--- config.mk ---
export PLATFORM = sky130hd
export DESIGN_NAME = eret_check
export DESIGN_NICKNAME = d
export VERILOG_FILES = /design/src/rtl/eret_check.sv
export SDC_FILE = /design/constraint.sdc
export NUM_CORES = 1
export LEC_CHECK = 0
export ABC_CLOCK_PERIOD_IN_PS = 2700
export BUFFER_PORTS_ARGS = -buffer_cell sky130_fd_sc_hd__buf_2
export CORE_ASPECT_RATIO = 0.7
export CORE_MARGIN = 2
export CORE_UTILIZATION = 44
export DETAILED_ROUTE_END_ITERATION = 16
export GPL_ROUTABILITY_DRIVEN = 0
export PLACE_DENSITY = 0.8
export SLEW_MARGIN = 20
export SYNTH_ARGS = -nofsm -noshare
export SYNTH_HDL_FRONTEND = slang
export SYNTH_SLANG_ARGS = --single-unit
export TNS_END_PERCENT = 1
--- constraint.sdc ---
create_clock -name clk -period 2.7 [get_ports clk]
set_input_delay 0.135 -clock clk [delete_from_list [all_inputs] [get_ports clk]]
set_output_delay 0.135 -clock clk [all_outputs]
set_load 0.02 [all_outputs]
--- src/rtl/eret_check.sv ---
module eret_check #(
  parameter int AW = 64
) (
  input  logic          clk,
  input  logic          rst_n,
  input  logic          req,
  input  logic [31:0]   saved_psw,
  input  logic [1:0]    cur_lvl,
  input  logic          secure,
  input  logic          el2_present,
  input  logic [3:0]    lvl_wide,
  input  logic          tge,
  input  logic [3:0]    step_lvl,
  input  logic [AW-1:0] link_addr,
  input  logic [31:0]   cur_psw,
  output logic          done,
  output logic [1:0]    tgt_lvl,
  output logic          illegal,
  output logic [AW-1:0] new_pc,
  output logic [31:0]   new_psw
);

  localparam int          STEP_BIT  = 21;
  localparam int          ILL_BIT   = 20;
  localparam int          THUMB_BIT = 5;
  localparam int          NARROW_BIT = 4;
  localparam logic [31:0] KEEP_MASK = 32'hF000_03C0;

  logic       narrow;
  logic       dec_bad;
  logic [1:0] dec_lvl;

  assign narrow = saved_psw[NARROW_BIT];

  always_comb begin
    dec_bad = 1'b0;
    dec_lvl = 2'd0;
    if (narrow) begin
      case (saved_psw[4:0])
        5'h10: dec_lvl = 2'd0;
        5'h1A: dec_lvl = 2'd2;
        5'h11, 5'h12, 5'h13, 5'h17, 5'h1B, 5'h1F: dec_lvl = 2'd1;
        default: dec_bad = 1'b1;
      endcase
    end else if (saved_psw[1] || saved_psw[3:0] == 4'd1) begin
      dec_bad = 1'b1;
    end else begin
      dec_lvl = saved_psw[3:2];
    end
  end

  logic sec_low, r_above, r_noel2, r_width, r_sec2, r_tge, bad;

  assign sec_low = secure && (cur_lvl != 2'd3);
  assign r_above = dec_lvl > cur_lvl;
  assign r_noel2 = (dec_lvl == 2'd2) && !el2_present;
  assign r_width = (dec_lvl != 2'd0) && (lvl_wide[dec_lvl] == narrow);
  assign r_sec2  = (dec_lvl == 2'd2) && sec_low;
  assign r_tge   = (dec_lvl == 2'd1) && tge && !sec_low;
  assign bad     = dec_bad | r_above | r_noel2 | r_width | r_sec2 | r_tge;

  logic [1:0]    res_lvl;
  logic [AW-1:0] res_pc;
  logic [AW-1:0] pc_mask;
  logic [31:0]   merged;
  logic [31:0]   res_psw;

  assign res_lvl = bad ? cur_lvl : dec_lvl;
  assign pc_mask = saved_psw[THUMB_BIT] ? ~AW'(1) : ~AW'(3);
  assign res_pc  = (!bad && narrow) ? (link_addr & pc_mask) : link_addr;
  assign merged  = bad ? ((cur_psw & ~KEEP_MASK) | (saved_psw & KEEP_MASK) | (32'd1 << ILL_BIT))
                       : saved_psw;

  always_comb begin
    res_psw = merged;
    res_psw[STEP_BIT] = merged[STEP_BIT] & step_lvl[res_lvl];
  end

  always_ff @(posedge clk) begin
    if (!rst_n) begin
      done    <= 1'b0;
      tgt_lvl <= 2'd0;
      illegal <= 1'b0;
      new_pc  <= '0;
      new_psw <= '0;
    end else begin
      done <= req;
      if (req) begin
        tgt_lvl <= res_lvl;
        illegal <= bad;
        new_pc  <= res_pc;
        new_psw <= res_psw;
      end
    end
  end


  done_follows_req_chk: assert property (@(posedge clk) disable iff (!rst_n)
    req |=> done);

  done_only_after_req_chk: assert property (@(posedge clk) disable iff (!rst_n)
    done |-> $past(req));

  ill_keeps_level_chk: assert property (@(posedge clk) disable iff (!rst_n)
    (done && illegal) |-> (tgt_lvl == $past(cur_lvl) && new_pc == $past(link_addr)
                           && new_psw[ILL_BIT]));

  legal_not_above_chk: assert property (@(posedge clk) disable iff (!rst_n)
    (done && !illegal) |-> (tgt_lvl <= $past(cur_lvl)));

  narrow_pc_aligned_chk: assert property (@(posedge clk) disable iff (!rst_n)
    (done && !illegal && $past(saved_psw[NARROW_BIT])) |-> (new_pc[0] == 1'b0));

endmodule

# [Yosys cells after proc, flatten, opt, wreduce, memory -nomap -nowiden]
# Index checks and enable logic that the tools add are counted.
[word_totals] wordCells=57 inputBits=144 register_bits=100 out_inout_bits=100
[classes] n_lt_le_gt_ge=3 bitwise=8 mux=14 n_reduce_logical=14 n_eq_ne=13
[ops] operator="bitwise AND 64 bit" n=1
[ops] operator="two-way mux 64 bit" n=1
[ops] operator="equality test 5 bit, second input constant" n=8
[ops] operator="two-way mux 32 bit" n=1
[ops] operator="bitwise OR 28 x 32 -> 32 bit" n=1
[ops] operator="two-way mux 2 bit" n=4
[ops] operator="OR reduction 8 bit" n=1
[ops] operator="logical AND 1 bit" n=7
[ops] operator="less-than comparator 2 x 3 -> 1 bit, second input constant" n=2
[ops] operator="OR reduction 6 bit" n=1
[ops] operator="two-way mux 1 bit" n=5
[ops] operator="bitwise OR 1 bit" n=5
[ops] operator="binary-select mux 1 bit (select 2 bit)" n=2
[ops] operator="equality test 4 x 1 -> 1 bit, second input constant" n=1
[ops] operator="one-hot mux 2 bit (2 select lines)" n=1
[ops] operator="zero test 1 bit" n=3
[ops] operator="equality test 2 x 1 -> 1 bit, second input constant" n=1
[ops] operator="equality test 2 bit, second input constant" n=1
[ops] operator="greater-than comparator 2 bit" n=1
[ops] operator="inequality test 2 bit, second input constant" n=1
[ops] operator="nonzero test 2 bit" n=1
[ops] operator="bitwise AND 1 bit" n=1
[ops] operator="equality test 1 bit" n=1
[ops] operator="logical OR 1 bit" n=1

# [Longest topological paths before layout]
[depth] ltp_word=15 mapped_depth=15 depth_no_buf=11

# [Least setup slack after synthesis]
# Ideal clock, no wire load.
[synth_timing] path_kind="input to register" from="in saved_psw[1]" to="reg new_psw[11]" cell_stages=15 setup_ps=116 slack_ps=202 required_ps=2584 t_arrival_ps=2381 n_path_buf=4 cell_sequence="buf_6 > and4bb_1 > o21ai_2 > inv_2 > ha_1 > inv_1 > o31ai_1 > o311a_2 > and3_1 > buf_6 > buf_8 > buf_4 > mux2i_1 > nand2_1 > o211a_1"
[synth_via] elab_chain_cells=12 word_cells_on_any_way=36 cone_classes="1 x order compare; 12 x eq/ne; 9 x mux; 5 x bitwise; 9 x reduce/logical"
[synth_lines] element="from (decl)" line="7" text="input logic [31:0] saved_psw,"
[synth_lines] element="equality test 5 bit / equality test 4 x 1 -> 1 bit (equally long branches)" line="39, 45"
[synth_lines] element="OR reduction 6 bit / logical OR 1 bit (equally long branches)" line="39, 45"
[synth_lines] element="one-hot mux 2 bit (2 select lines) / two-way mux 2 bit (equally long branches)" line="39, 45"
[synth_lines] element="two-way mux 2 bit" line="38" text="if (narrow) begin"
[synth_lines] element="binary-select mux 1 bit (select 2 bit)" line="57" text="assign r_width = (dec_lvl != 2'd0) && (lvl_wide[dec_lvl] == narrow);"
[synth_lines] element="two-way mux 1 bit (implied by the code)" line="57"
[synth_lines] element="equality test 1 bit" line="57"
[synth_lines] element="logical AND 1 bit" line="57"
[synth_lines] element="bitwise OR 1 bit (2 in series)" line="60" text="assign bad = dec_bad | r_above | r_noel2 | r_width | r_sec2 | r_tge;"
[synth_lines] element="bitwise OR 1 bit (*)" line="60"
[synth_lines] element="two-way mux 32 bit (*)" line="71" text="assign merged = bad ? ((cur_psw & ~KEEP_MASK) | (saved_psw & KEEP_MASK) | (32'd1 << ILL_BIT))"
[synth_lines] element="to (signal assigned)" line="92" text="new_psw <= res_psw;"
[synth_lines] element="to (decl)" line="20" text="output logic [31:0] new_psw"
# Every way passes the cells marked *; elsewhere a longest branch is shown, timed or not. The select of a mux whose other input is x is not followed.
# A chain may end at the register's enable or synchronous reset.

# [Final worst setup path]
[layout_timing] from="in saved_psw[2]" to="reg new_psw[21]"
[layout_via] elab_chain_cells=15 word_cells_on_any_way=40 cone_classes="1 x order compare; 12 x eq/ne; 12 x mux; 6 x bitwise; 9 x reduce/logical"
[layout_lines] element="equality test 5 bit / equality test 4 x 1 -> 1 bit (equally long branches)" line="39, 45"
[layout_lines] element="OR reduction 6 bit / logical OR 1 bit (equally long branches)" line="39, 45"
[layout_lines] element="one-hot mux 2 bit (2 select lines) / two-way mux 2 bit (equally long branches)" line="39, 45"
[layout_lines] element="two-way mux 2 bit" line="38"
[layout_lines] element="binary-select mux 1 bit (select 2 bit)" line="57"
[layout_lines] element="two-way mux 1 bit (implied by the code)" line="57"
[layout_lines] element="equality test 1 bit" line="57"
[layout_lines] element="logical AND 1 bit" line="57"
[layout_lines] element="bitwise OR 1 bit (3 in series)" line="60"
[layout_lines] element="two-way mux 2 bit" line="68" text="assign res_lvl = bad ? cur_lvl : dec_lvl;"
[layout_lines] element="binary-select mux 1 bit (select 2 bit)" line="76" text="res_psw[STEP_BIT] = merged[STEP_BIT] & step_lvl[res_lvl];"
[layout_lines] element="two-way mux 1 bit (implied by the code)" line="76"
[layout_lines] element="bitwise AND 1 bit (*)" line="76"
# Marked as above.

==> out/metrics.csv <==
stage,metric,value,unit
cells_and_area,nets,778,
logic_synthesis,synth_seq_cells,100,
route,avgRoutedWirePerCell,13.6,um
clock_tree,htreeDepth,3,
setup_path,crit_fanout,9,
power_and_ir_drop,power_density,610,nW/um2
logic_synthesis,netlist_area,4300,um2
worst_hold_path,min_path_type,primary input to flip-flop,
cells_and_area,regArea,2000,um2
setup_path,worstSetupStartpointType,primary input,
clock_tree,cts.path.max_buffers,2,
setup_path,path_class,primary input to flip-flop,
placement,port_buffers,233,
clock_tree,cts_made_buffers,9,
logic_synthesis,synth-edff-count,0,
power_and_ir_drop,vdd_drop_max,0.000373,V
setup_path,reg2reg_from,new_psw[21]$_SDFFE_PN0P_,
grt,grt_pass1_vias,3448,
grt,grt.total_usage,0.189,
placement,dp.final_hpwl,7890,um
logic_synthesis,yosysSeqAreaShare,0.466,
placement,pre_cts_slack,-0.0335,ns
timing,worstMarginPinSlew,0.595,ns
logic_synthesis,async_reset_ff_frac,0,
die,dieArea,10600,um2
route,top_layer,met4,
clock_tree,clkLatencyLatePin,0.33,ns
clock_tree,cts_resized,0,
route,dr.pass1.iters,4,
grt,antenna_found_initial,0,
die,die_w,122,um
timing,period_needed,2.37,ns
setup_path,r2r.worst_path.cells,1,
timing,min_period_over_period,0.877,
logic_synthesis,synth_nets,556,
timing,slew-limit-headroom,0.603,
placement,dp_cells,750,
die,start_util,0.447,
timing,rsz0062_at_grt,no,
clock_tree,hold_buffers,0,
worst_hold_path,min-delay-start,saved_psw[20],
route,wl,10400,um
die,die_height,86.7,um
logic_synthesis,synth_ff_type,dfxtp_1,
cells_and_area,layout-drive-gt1-share,0.418,
timing,fmax,422,MHz
route,num_vias,3682,
cells_and_area,final_cells,766,
setup_path,regToRegEndpoint,new_psw[21]$_SDFFE_PN0P_,
route,vias_per_cell,4.81,
route,drt_iter0_markers,118,
setup_path,cp-end-kind,flip-flop,
clock_tree,clock_sinks,100,
logic_synthesis,yosys-top-cells-area,"dfxtp_1, mux2i_1, nor2b_1",
logic_synthesis,synth_area_leader_cell,dfxtp_1,
route,wl_met2,5120,um
setup_path,required,2.92,ns
worst_hold_path,min_path_cells,3,
route,dr_wl_met3,736,um
grt,grt_max_degree,57,
route,met1_length,4350,um
logic_synthesis,ys_warn_count,0,
setup_path,critPathArrivalTime,2.59,ns
timing,hold_viol_final,0,
power_and_ir_drop,p_leak,3.13,nW
logic_synthesis,netlist_instances,411,
run_status,status,"finished, final reports clean",
cells_and_area,layout_common_cells,"buf_2, dfxtp_1, mux2i_1",
clock_tree,cts_setup_buffers,0,
route,drtAntennaViolNets,0,
clock_tree,path_clk_slew,0.07,ns
timing,slew_violations,0,
cells_and_area,final_common_cell,buf_2,
logic_synthesis,synth_cell_types,42,
logic_synthesis,syn_avg_cell_area,10.5,um2
cells_and_area,fill_cells,842,
grt,grt_overflow_total,0,
timing,setup_viol,0,
setup_path,rrSetupSlack,1.98,ns
die,std_cell_rows,30,
clock_tree,cts_root_buffer,clkbuf_16,
die,core,9610,um2
logic_synthesis,synth_top_area_share,0.466,
die,pin_count,244,
timing,fin_skew,0,ns
clock_tree,tritoncts,yes,
worst_hold_path,whs_endpoint,new_psw[20]$_SDFFE_PN0P_,
flow_run,cap_violations,0,
power_and_ir_drop,power.total,3.60,mW
cells_and_area,n_antenna_cell,0,
cells_and_area,area_growth,37.1,%
cells_and_area,multi_input_area,2110,um2
grt,grt_pass1_wl,15900,um
timing,timing.final.ws_setup,0.332,ns
setup_path,crit_start,saved_psw[2],
route,route.detailed.drc,0,
[per-layer routing]
layer,vias up,GRT usage
met5,-,0
met4,0,0.0721
met3,21,0.0533
met2,143,0.332
met1,1652,0.219
li1,1866,-
[per-stage QoR]
step	cell area (um2)	TNS, ns	hold WS, ns	util
floorplan	4300	0	0.281	-
global placement	5590	0	0.391	0.581
detailed placement	5590	-0.0335	0.402	0.581
CTS	5890	0	0.0417	0.613
global route	5890	0	0.0557	0.613
finish	5890	0	0.0589	0.613
[cells in the mapped netlist, types with 2 or more instances]
library cell    n
o211a_1        23
mux2i_1        95
buf_1          10
nor2b_1        71
o211ai_1        4
clkbuf_1       15
o21ai_0         3
nand2_1        33
buf_2           2
inv_1           8
o31a_1          2
a21boi_0        3
nand2b_1        3
a31oi_1         4
buf_6           2
nor2_1          5
nand3_1         3
buf_4           2
dfxtp_1       100
[worst max-delay path: stages]
cell       delay [ns]
buf_2            0.13
and4bb_1         0.22
o21ai_2          0.22
inv_2            0.06
ha_1             0.27
inv_1            0.05
o31ai_1          0.23
o311a_2          0.22
and3_2           0.33
mux2i_1          0.32
a2111oi_1        0.10
a311o_1          0.32
[worst max-delay path by stage]
stage | to | cells past startpoint | slack [ns]
global route | new_psw[21]$_SDFFE_PN0P_ | 12 | 0.11
detailed placement | new_psw[21]$_SDFFE_PN0P_ | 12 | -0.03
finish | new_psw[21]$_SDFFE_PN0P_ | 12 | 0.33
CTS | new_psw[21]$_SDFFE_PN0P_ | 12 | 0.34
global placement | new_psw[21]$_SDFFE_PN0P_ | 12 | 0.11
floorplan | new_psw[11]$_SDFFE_PN0P_ | 15 | 0.20
[where the power goes]
part	switching [mW]	leakage (nW)	internal, mW
Clock	0.569	0.144	0.731
Sequential	0.0456	0.827	1.57
Combinational	0.371	2.16	0.308
Total	0.986	3.13	2.61
[state kept, by name, summed over array words and instances (netlist names)]
| signal | flops |
|---|---|
| new_pc | 64 |
| new_psw | 32 |
| tgt_lvl | 2 |
| done | 1 |
| illegal | 1 |
[kinds of logic (layout without fill, tap and decap cells)]
group                    after synthesis  in the layout  synth area share
buffers and inverters                 41            268            0.0442
AND/OR/NAND/NOR                      121            121             0.155
multiplexers                          96             96             0.224
adder cells (fa/ha/maj)                1              1           0.00291
flip-flops                           100            100             0.466
AO/OA/AOI/OAI                         52             52             0.108
[layout make-up]
class                      count  area share
clock buffer                   9      0.0382
clock inverter                 7      0.0140
inverter                       9     0.00573
tap                          128      0.0272
timing repair buffer         243       0.217
sequential                   100       0.340
multi-input combinational    270       0.358
Note: power is estimated with default switching activity, not from simulation.
